===== src/rtl/dma_seq_pkg.sv =====
package dma_seq_pkg;
  typedef enum logic [1:0] {
    STEP_HOLD = 2'b00,
    STEP_INC  = 2'b01,
    STEP_DEC  = 2'b10,
    STEP_HOLD2 = 2'b11
  } step_e;
endpackage


===== src/rtl/dma_ptr_unit.sv =====
module dma_ptr_unit #(
  parameter int PW = 16
) (
  input  logic          clk,
  input  logic          rst_n,
  input  logic          load,
  input  logic          step,
  input  logic [1:0]    mode,
  input  logic [PW-1:0] latch,
  output logic [PW-1:0] ptr
);
  import dma_seq_pkg::*;

  function automatic logic [PW-1:0] ptr_next(input logic [PW-1:0] p, input step_e m);
    case (m)
      STEP_INC: ptr_next = p + PW'(1);
      STEP_DEC: ptr_next = p - PW'(1);
      default:  ptr_next = p;
    endcase
  endfunction

  always_ff @(posedge clk) begin
    if (!rst_n)    ptr <= '0;
    else if (load) ptr <= latch;
    else if (step) ptr <= ptr_next(ptr, step_e'(mode));
  end
endmodule


===== src/rtl/dma_cnt_unit.sv =====
module dma_cnt_unit #(
  parameter int CW = 16
) (
  input  logic          clk,
  input  logic          rst_n,
  input  logic          load,
  input  logic          dec,
  input  logic [CW-1:0] latch,
  output logic [CW-1:0] cnt,
  output logic          uf
);
  function automatic logic cnt_empty(input logic [CW-1:0] v);
    cnt_empty = (v == '0);
  endfunction

  assign uf = dec && !load && cnt_empty(cnt);

  always_ff @(posedge clk) begin
    if (!rst_n)           cnt <= '0;
    else if (load || uf)  cnt <= latch;
    else if (dec)         cnt <= cnt - CW'(1);
  end
endmodule


===== src/rtl/dma_chan_ctl.sv =====
module dma_chan_ctl (
  input  logic clk,
  input  logic rst_n,
  input  logic uf,
  input  logic auto_dis,
  input  logic en_wr,
  input  logic en_wdata,
  input  logic uf_clr,
  output logic en,
  output logic flag,
  output logic irq
);
  logic kill_en;
  assign kill_en = uf && auto_dis;

  always_ff @(posedge clk) begin
    if (!rst_n) begin
      en   <= 1'b0;
      flag <= 1'b0;
      irq  <= 1'b0;
    end else begin
      if (kill_en)    en <= 1'b0;
      else if (en_wr) en <= en_wdata;
      if (uf)          flag <= 1'b1;
      else if (uf_clr) flag <= 1'b0;
      irq <= uf;
    end
  end
endmodule


===== src/rtl/dma_addr_seq.sv =====
module dma_addr_seq #(
  parameter int NCH = 2,
  parameter int PW  = 16,
  parameter int CW  = 16
) (
  input  logic              clk,
  input  logic              rst_n,
  input  logic [NCH-1:0]    xfer_done,
  input  logic [NCH-1:0]    reload_cmd,
  input  logic              reload_dis,
  input  logic [2*NCH-1:0]  src_mode,
  input  logic [2*NCH-1:0]  dst_mode,
  input  logic [NCH-1:0]    auto_dis_en,
  input  logic [NCH-1:0]    en_wr,
  input  logic [NCH-1:0]    en_wdata,
  input  logic [NCH-1:0]    uf_clr,
  input  logic [PW*NCH-1:0] src_latch,
  input  logic [PW*NCH-1:0] dst_latch,
  input  logic [CW*NCH-1:0] cnt_latch,
  output logic [PW*NCH-1:0] src_ptr,
  output logic [PW*NCH-1:0] dst_ptr,
  output logic [CW*NCH-1:0] count,
  output logic [NCH-1:0]    chan_en,
  output logic [NCH-1:0]    uf_flag,
  output logic [NCH-1:0]    irq
);
  // named internal events, visible to the checker
  logic [NCH-1:0] step_evt;
  logic [NCH-1:0] uf_evt;
  logic [NCH-1:0] ptr_load;

  for (genvar c = 0; c < NCH; c++) begin : g_ch
    assign step_evt[c] = xfer_done[c] && chan_en[c] && !reload_cmd[c];
    assign ptr_load[c] = reload_cmd[c] || (uf_evt[c] && !reload_dis);

    dma_ptr_unit #(.PW(PW)) u_src (
      .clk(clk), .rst_n(rst_n), .load(ptr_load[c]), .step(step_evt[c]),
      .mode(src_mode[2*c +: 2]), .latch(src_latch[c*PW +: PW]),
      .ptr(src_ptr[c*PW +: PW])
    );

    dma_ptr_unit #(.PW(PW)) u_dst (
      .clk(clk), .rst_n(rst_n), .load(ptr_load[c]), .step(step_evt[c]),
      .mode(dst_mode[2*c +: 2]), .latch(dst_latch[c*PW +: PW]),
      .ptr(dst_ptr[c*PW +: PW])
    );

    dma_cnt_unit #(.CW(CW)) u_cnt (
      .clk(clk), .rst_n(rst_n), .load(reload_cmd[c]), .dec(step_evt[c]),
      .latch(cnt_latch[c*CW +: CW]), .cnt(count[c*CW +: CW]),
      .uf(uf_evt[c])
    );

    dma_chan_ctl u_ctl (
      .clk(clk), .rst_n(rst_n), .uf(uf_evt[c]), .auto_dis(auto_dis_en[c]),
      .en_wr(en_wr[c]), .en_wdata(en_wdata[c]), .uf_clr(uf_clr[c]),
      .en(chan_en[c]), .flag(uf_flag[c]), .irq(irq[c])
    );
  end
endmodule


===== config.mk =====
export PLATFORM = sky130hd
export DESIGN_NAME = dma_addr_seq
export DESIGN_NICKNAME = d
export VERILOG_FILES = /design/src/rtl/dma_seq_pkg.sv /design/src/rtl/dma_ptr_unit.sv /design/src/rtl/dma_cnt_unit.sv /design/src/rtl/dma_chan_ctl.sv /design/src/rtl/dma_addr_seq.sv
export SDC_FILE = /design/constraint.sdc
export NUM_CORES = 1
export LEC_CHECK = 0
export BUFFER_PORTS_ARGS = -buffer_cell sky130_fd_sc_hd__buf_2
export CAP_MARGIN = 20
export CORE_ASPECT_RATIO = 0.7
export CORE_MARGIN = 2
export CORE_UTILIZATION = 40
export CTS_CLUSTER_DIAMETER = 60
export DETAILED_ROUTE_END_ITERATION = 8
export GPL_ROUTABILITY_DRIVEN = 0
export PLACE_DENSITY = 0.73
export SLEW_MARGIN = 20
export SYNTH_ARGS = -nofsm -noshare
export SYNTH_HDL_FRONTEND = slang
export SYNTH_SLANG_ARGS = --single-unit

===== constraint.sdc =====
create_clock -name clk -period 3.5 [get_ports clk]
set_input_delay 0.35 -clock clk [delete_from_list [all_inputs] [get_ports clk]]
set_output_delay 0.35 -clock clk [all_outputs]
set_load 0.01 [all_outputs]

Yosys cells after proc, flatten, opt, wreduce, memory -nomap -nowiden. Index checks and enable logic that the tools add are counted.

$add $sub $neg: 10. Multiply operators: 0. Div/mod/pow operators: 0. Magnitude comparators: 0. Equality and inequality tests: 8. Shifts and indexed selects: 0. Multiplexer cells: 20. Bitwise logic cells: 1. Reduce and logical (&&, ||, !) cells: 37.

Operator list (number): $mux 16 (12); $pmux 16 s2 (4); $sub 16x1->16 const B (6); $add 16x1->16 const B (4); $logic_not 16->1 (2); $logic_and 1x1->1 (12); $reduce_bool 2->1 (6); $reduce_bool 3->1 (4); $eq 2x1->1 const B (4); $eq 2x2->1 const B (4); $reduce_and 2->1 (4); $logic_or 1x1->1 (4); $mux 1 (4); $reduce_or 2->1 (2); $logic_not 1->1 (3); $not 1->1 (1).

Register bits after elaboration: 102. Latch bits: 0. RAM bits: 0. Memory bits (read-only): 0. Bits of input ports: 119. Word-level logic and storage cells: 88. Memories: 0.

Depth between registers and ports, before layout.
Word-level depth: 8. Mapped depth: 15.

By module. From an unflattened synthesis, not the netlist that was laid out.

Cells, all modules: 981. Area total of the unflattened synthesis: 8074.0 um2.

By module, submodules not included: dma_ptr_unit (times used 4, cells an instance 184, area each 1435.1 um2, sequential area each 320.3 um2); dma_cnt_unit (times used 2, cells an instance 110, area each 1048.5 um2, sequential area each 320.3 um2); dma_chan_ctl (times used 2, cells an instance 9, area each 101.3 um2, sequential area each 60.1 um2); dma_addr_seq (times used 1, cells an instance 7, area each 33.8 um2, sequential area each 0.0 um2).

Worst setup path after synthesis. No wires, ideal clock.

Kind: in2reg. From: input dst_mode[0]. To: register g_ch[0].u_dst.ptr[14]. Library setup time: 74 ps. Arrival: 3262 ps. Data required time: 3426 ps. Setup slack: 164 ps. Stages on the path: 15. Path buffers: 4. Cells stage by stage: inv_1 ha_1 buf_2 clkbuf_1 clkbuf_1 buf_2 xor2_1 ha_1 or3_1 a21oi_2 nor4b_1 or2_1 a211o_1 a31o_1 a31oi_1.

Longest elaborated chain between the ends: 4.

RTL lines: from (decl) (RTL line dma_addr_seq.sv:12) `input logic [2*NCH-1:0] dst_mode,`; $eq 2x2->1 or $eq 2x1->1 (tied branches) (RTL line dma_ptr_unit.sv:15) `case (m)`; $pmux 16 s2 (RTL line dma_ptr_unit.sv:15); $mux 16 (RTL line dma_ptr_unit.sv:25) `else if (step) ptr <= ptr_next(ptr, step_e'(mode));`; $mux 16 (RTL line dma_ptr_unit.sv:24) `else if (load) ptr <= latch;`; to (signal assigned) (RTL line dma_ptr_unit.sv:24); to (signal assigned) (RTL line dma_ptr_unit.sv:25); to (decl) (RTL line dma_ptr_unit.sv:10) `output logic [PW-1:0] ptr`.

Several ways; a longest one is shown, not always the timed one. The select of a mux whose other input is x is not followed. A chain may end at the register's enable or synchronous reset.

Worst setup path after layout.
From: register g_ch[0].u_cnt.cnt[0]. To: register g_ch[0].u_dst.ptr[1].

Longest elaborated chain between the ends: 6.

RTL lines: from (decl) (RTL line dma_cnt_unit.sv:9) `output logic [CW-1:0] cnt,`; from (signal assigned) (RTL line dma_cnt_unit.sv:20) `else if (load || uf) cnt <= latch;`; from (signal assigned) (RTL line dma_cnt_unit.sv:21) `else if (dec) cnt <= cnt - CW'(1);`; $logic_not 16->1 * (RTL line dma_cnt_unit.sv:13) `cnt_empty = (v == '0);`; $logic_and 1x1->1 * (RTL line dma_cnt_unit.sv:16) `assign uf = dec && !load && cnt_empty(cnt);`; $logic_and 1x1->1 * (RTL line dma_addr_seq.sv:34) `assign ptr_load[c] = reload_cmd[c] || (uf_evt[c] && !reload_dis);`; $logic_or 1x1->1 * (RTL line dma_addr_seq.sv:34); $reduce_bool 3->1 (no source line) or $reduce_bool 2->1 (tied branches); $reduce_and 2->1 (no source line).

Mark *: on every way between the ends. The rest lies on a longest branch, timed or not.

==> results.md <==
* Period utilisation layout at 80.0%
* Combined buffer and inverter count along the critical path at 2
* Total negative slack for setup checks at 0 ns
* Iter 0 DRT Violations at about 1200
* Via count at ~10000
* Data required time of the critical path at ~3.8 ns
* Worst-case register-to-register setup slack at ~0.7 ns
* Average routed wire per standard cell at between 15 and 20 microns
* Run status: finished, final reports clean
* Cts hold-fix bufs at 0
* Actual slew at the worst max-slew pin at approximately 1.1 ns
* Number of placement rows at 45
* Top-level I/O count at 221
* CTS clock-pin slew for the worst setup and hold paths at about 0.090 ns
* Number of antenna violations at the first check in global routing at 3
* Buffers inserted during post-CTS setup optimization at 0
* Syn-to-layout area delta at 17.4%
* Power density normalized to cell area at 327 nW/um^2
* Sequential area share after synthesis at 23.2%
* Kind of capture point of the worst setup path: register
* Hold_ws at 0.167 ns
* Number of endpoints with negative hold slack in the final report at 0
* Remaining antenna violation count after routing at 0
* Remaining max-slew budget at the tightest pin at 28.7%
* Via count of the first global-routing pass at 8825
* Vertical die dimension at about 130 microns
* TritonCTS clock tree: built
* Worst Reg2Reg Path Length in Cells at 8
* Total routing usage reported by global routing at 24.7%
* Core ar. at 21700 sq um
* Avg Inst Size Synth at 7.28 sq um
* Clock Skews at between 0.01 and 0.015 ns
* Warnings from Yosys at 0
* Fin. max-slew vios at 0
* Wire length of the first global-routing pass at about 47000 microns
* Post-Synthesis Cell Area at 8810 sq um
* Synthesized netlist net count at ~1300
* Reg2reg start: g_ch[0].u_cnt.cnt[0]
* Number of endpoints failing setup at the final stage at 0
* Starting density of the core at between 40% and 50%
* Largest fanout on the critical path at 37
* Final routed DRC violation total at 0
* CTS Sinks at between 100 and 150
* Post-route setup slack at about 0.7 ns
* Worst-case vdd ir drop at 240 uV
* Synth area leaders: sky130_fd_sc_hd__dfxtp_1, sky130_fd_sc_hd__nor2_1, sky130_fd_sc_hd__xnor2_1
* Total number of nets in the final design at 1490
* DR vias/cell at a little over 6
* Reg2Reg Capture Point: g_ch[0].u_dst.ptr[1]
* Crit path launch: g_ch[0].u_cnt.cnt[0]
* Iteration count of the initial detailed-routing pass at 5
* Post-Syn Instances at 1211
* Commonest register cell after synthesis: sky130_fd_sc_hd__dfxtp_1
* Fill cell instance count of the final layout at 2233
* MaxCap Viol Count at 0
* Area share of the largest cell type after synthesis at about 23%
* Post-synth EDFFs at 0
* Number of H-tree branching levels at 3
* Critical path's top delay family: compound AO/OA/AOI/OAI gates
* Buffer levels on the longest clock path at 2
* Worst slack after detailed placement at ~0.64 ns
* Minimum clock period after layout at around 2.8 ns
* Class of the worst hold path: input port to register
* Maximum number of pins on one net before global-route repair at 44
* Path length in cells of the critical path at 8
* Setup repair after global routing missed its margin: no
* Dominant cell type by area after synthesis: sky130_fd_sc_hd__dfxtp_1
* Cell with the largest stage delay on the worst path: sky130_fd_sc_hd__a21oi_4
* Number of buffers created by CTS at 9
* Sequence of cells on the critical path: inv_1 > ha_1 > nand4b_1 > nor3_2 > a21oi_4 > buf_4 > nor2_1 > a311oi_1
* Startpoint types: register
* Detailed Place HPWL at between 20000 and 25000 microns
* Share of layout cells above drive strength 1 at 21.1%
* Largest stage delay, worst path at 0.81 ns
* Lkg Pwr at 4.05 nW
* Data arrival time at the worst-slack endpoint at about 3 ns
* Die footprint at approximately 23000 sq um
* Skew-Pair Late Insertion Delay at between 0.3 and 0.4 ns
* Resized Gates After CTS at 0
* Routed wire length at 29500 microns
* Final cell area excluding filler cells at 10300 sq um
* Post-placement cell area at 10000 sq um
* Distinct cell type count of the synthesized netlist at 90
* Proportion of synthesized flip-flops having asynchronous set or reset at 0%
* Overflow after GRT at 0
* Critical Setup Path Class: register to register
* Termination of the worst setup path: g_ch[0].u_dst.ptr[1]
* Post-synthesis sequential element count at between 100 and 150
* Total power after layout at between 3 and 4 mW
* Cell at the root of the clock tree: sky130_fd_sc_hd__clkbuf_16
* Port bufs at 220
* Die outline width at 181 microns
* Fmax achieved at between 300 and 400 MHz
state kept, by name, indices dropped and copies added, names as in the netlist:
name             flops
g_ch.u_cnt.cnt      32
g_ch.u_ctl.en        2
g_ch.u_ctl.flag      2
g_ch.u_ctl.irq       2
g_ch.u_dst.ptr      32
g_ch.u_src.ptr      32
cell usage in the layout (no fill, tap or decap), types with 11 or more instances in the layout:
cell	count
sky130_fd_sc_hd__a211oi_1	43
sky130_fd_sc_hd__a21o_1	12
sky130_fd_sc_hd__a21oi_1	62
sky130_fd_sc_hd__a311oi_1	15
sky130_fd_sc_hd__a31oi_1	29
sky130_fd_sc_hd__and2_1	11
sky130_fd_sc_hd__buf_2	220
sky130_fd_sc_hd__buf_4	29
sky130_fd_sc_hd__dfxtp_1	102
sky130_fd_sc_hd__ha_1	16
sky130_fd_sc_hd__inv_1	18
sky130_fd_sc_hd__mux2i_1	14
sky130_fd_sc_hd__nand2_1	74
sky130_fd_sc_hd__nand3_1	43
sky130_fd_sc_hd__nand4_1	14
sky130_fd_sc_hd__nor2_1	136
sky130_fd_sc_hd__nor2b_1	19
sky130_fd_sc_hd__nor3_1	34
sky130_fd_sc_hd__nor4_1	24
sky130_fd_sc_hd__o21ai_0	80
sky130_fd_sc_hd__o31a_1	15
sky130_fd_sc_hd__or3_1	27
sky130_fd_sc_hd__xnor2_1	56
sky130_fd_sc_hd__xor2_1	30
report_power, final:
group          switching, mW  total, mW  internal [mW]  leakage, nW
Sequential             0.191       1.43           1.24        0.846
Combinational          0.513      0.903          0.390         3.05
Clock                  0.542       1.05          0.504        0.145
routing by layer:
metal | vias up | wire [microns] | GRT usage [%]
met1 | 4699 | 14400 | 37.6
met2 | 471 | 12200 | 35.6
li1 | 4807 | - | -
met4 | 0 | 307 | 5.21
met3 | 27 | 2620 | 4.74
met5 | - | 0 | 0
through the flow:
step	cells	utilization [%]
3_3_place_gp	1626	46.3
5_1_grt	1643	47.7
6_report	1645	47.7
4_1_cts	1642	47.7
3_5_place_dp	1626	46.3
2_1_floorplan	1211	-
logic make-up after synthesis:
group	Yosys count	synth area share, %
AOI/OAI and AO/OA	381	29.5
xor gates and xnor gates	86	8.55
adders and majority gates	16	2.27
buffers and inverters	138	6.43
DFF	102	23.2
muxes	15	1.72
and+or+nand+nor	473	28.4
how the worst min path moves through the flow:
stage / slack (ns) / from / endpoint / depth (start not counted)
after floorplan: 0.45 / auto_dis_en[0] / g_ch[0].u_ctl.en / 1
after global placement: 0.47 / g_ch[0].u_ctl.flag / g_ch[0].u_ctl.flag / 2
after detailed placement: 0.49 / g_ch[1].u_ctl.flag / g_ch[1].u_ctl.flag / 2
after CTS: 0.15 / auto_dis_en[1] / g_ch[1].u_ctl.en / 2
after global routing: 0.16 / auto_dis_en[0] / g_ch[0].u_ctl.en / 2
final: 0.17 / auto_dis_en[1] / g_ch[1].u_ctl.en / 2
synthesized netlist by cell type (10+ instances only):
master / instances
sky130_fd_sc_hd__nand3_1: 43
sky130_fd_sc_hd__nor2_1: 136
sky130_fd_sc_hd__mux2i_1: 14
sky130_fd_sc_hd__xor2_1: 30
sky130_fd_sc_hd__o21ai_1: 10
sky130_fd_sc_hd__nand2_1: 74
sky130_fd_sc_hd__buf_2: 14
sky130_fd_sc_hd__inv_1: 18
sky130_fd_sc_hd__xnor2_1: 56
sky130_fd_sc_hd__a21oi_1: 64
sky130_fd_sc_hd__or3_1: 27
sky130_fd_sc_hd__nor3_1: 34
sky130_fd_sc_hd__a21o_1: 12
sky130_fd_sc_hd__ha_1: 16
sky130_fd_sc_hd__nor4_1: 24
sky130_fd_sc_hd__a311oi_1: 15
sky130_fd_sc_hd__and3_1: 10
sky130_fd_sc_hd__nand2b_1: 10
sky130_fd_sc_hd__a211oi_1: 43
sky130_fd_sc_hd__nand4_1: 14
sky130_fd_sc_hd__a22oi_1: 10
sky130_fd_sc_hd__clkbuf_1: 90
sky130_fd_sc_hd__dfxtp_1: 102
sky130_fd_sc_hd__o31ai_1: 10
sky130_fd_sc_hd__o31a_1: 15
sky130_fd_sc_hd__nor2b_1: 19
sky130_fd_sc_hd__o21ai_0: 80
sky130_fd_sc_hd__a31oi_1: 29
sky130_fd_sc_hd__and2_1: 11
cell type report:
type | instances | area [sq um] | share of cell area, %
Multi-Input combinational cell | 971 | 6230 | 60.3
Sequential cell | 102 | 2040 | 19.7
Timing Repair Buffer | 250 | 1340 | 12.9
Tap cell | 282 | 353 | 3.41
Clock buffer | 9 | 225 | 2.18
Inverter | 21 | 78.8 | 0.762
Clock inverter | 7 | 67.6 | 0.653
Antenna cell | 3 | 7.51 | 0.0726
(Power assumes the default switching activity.)
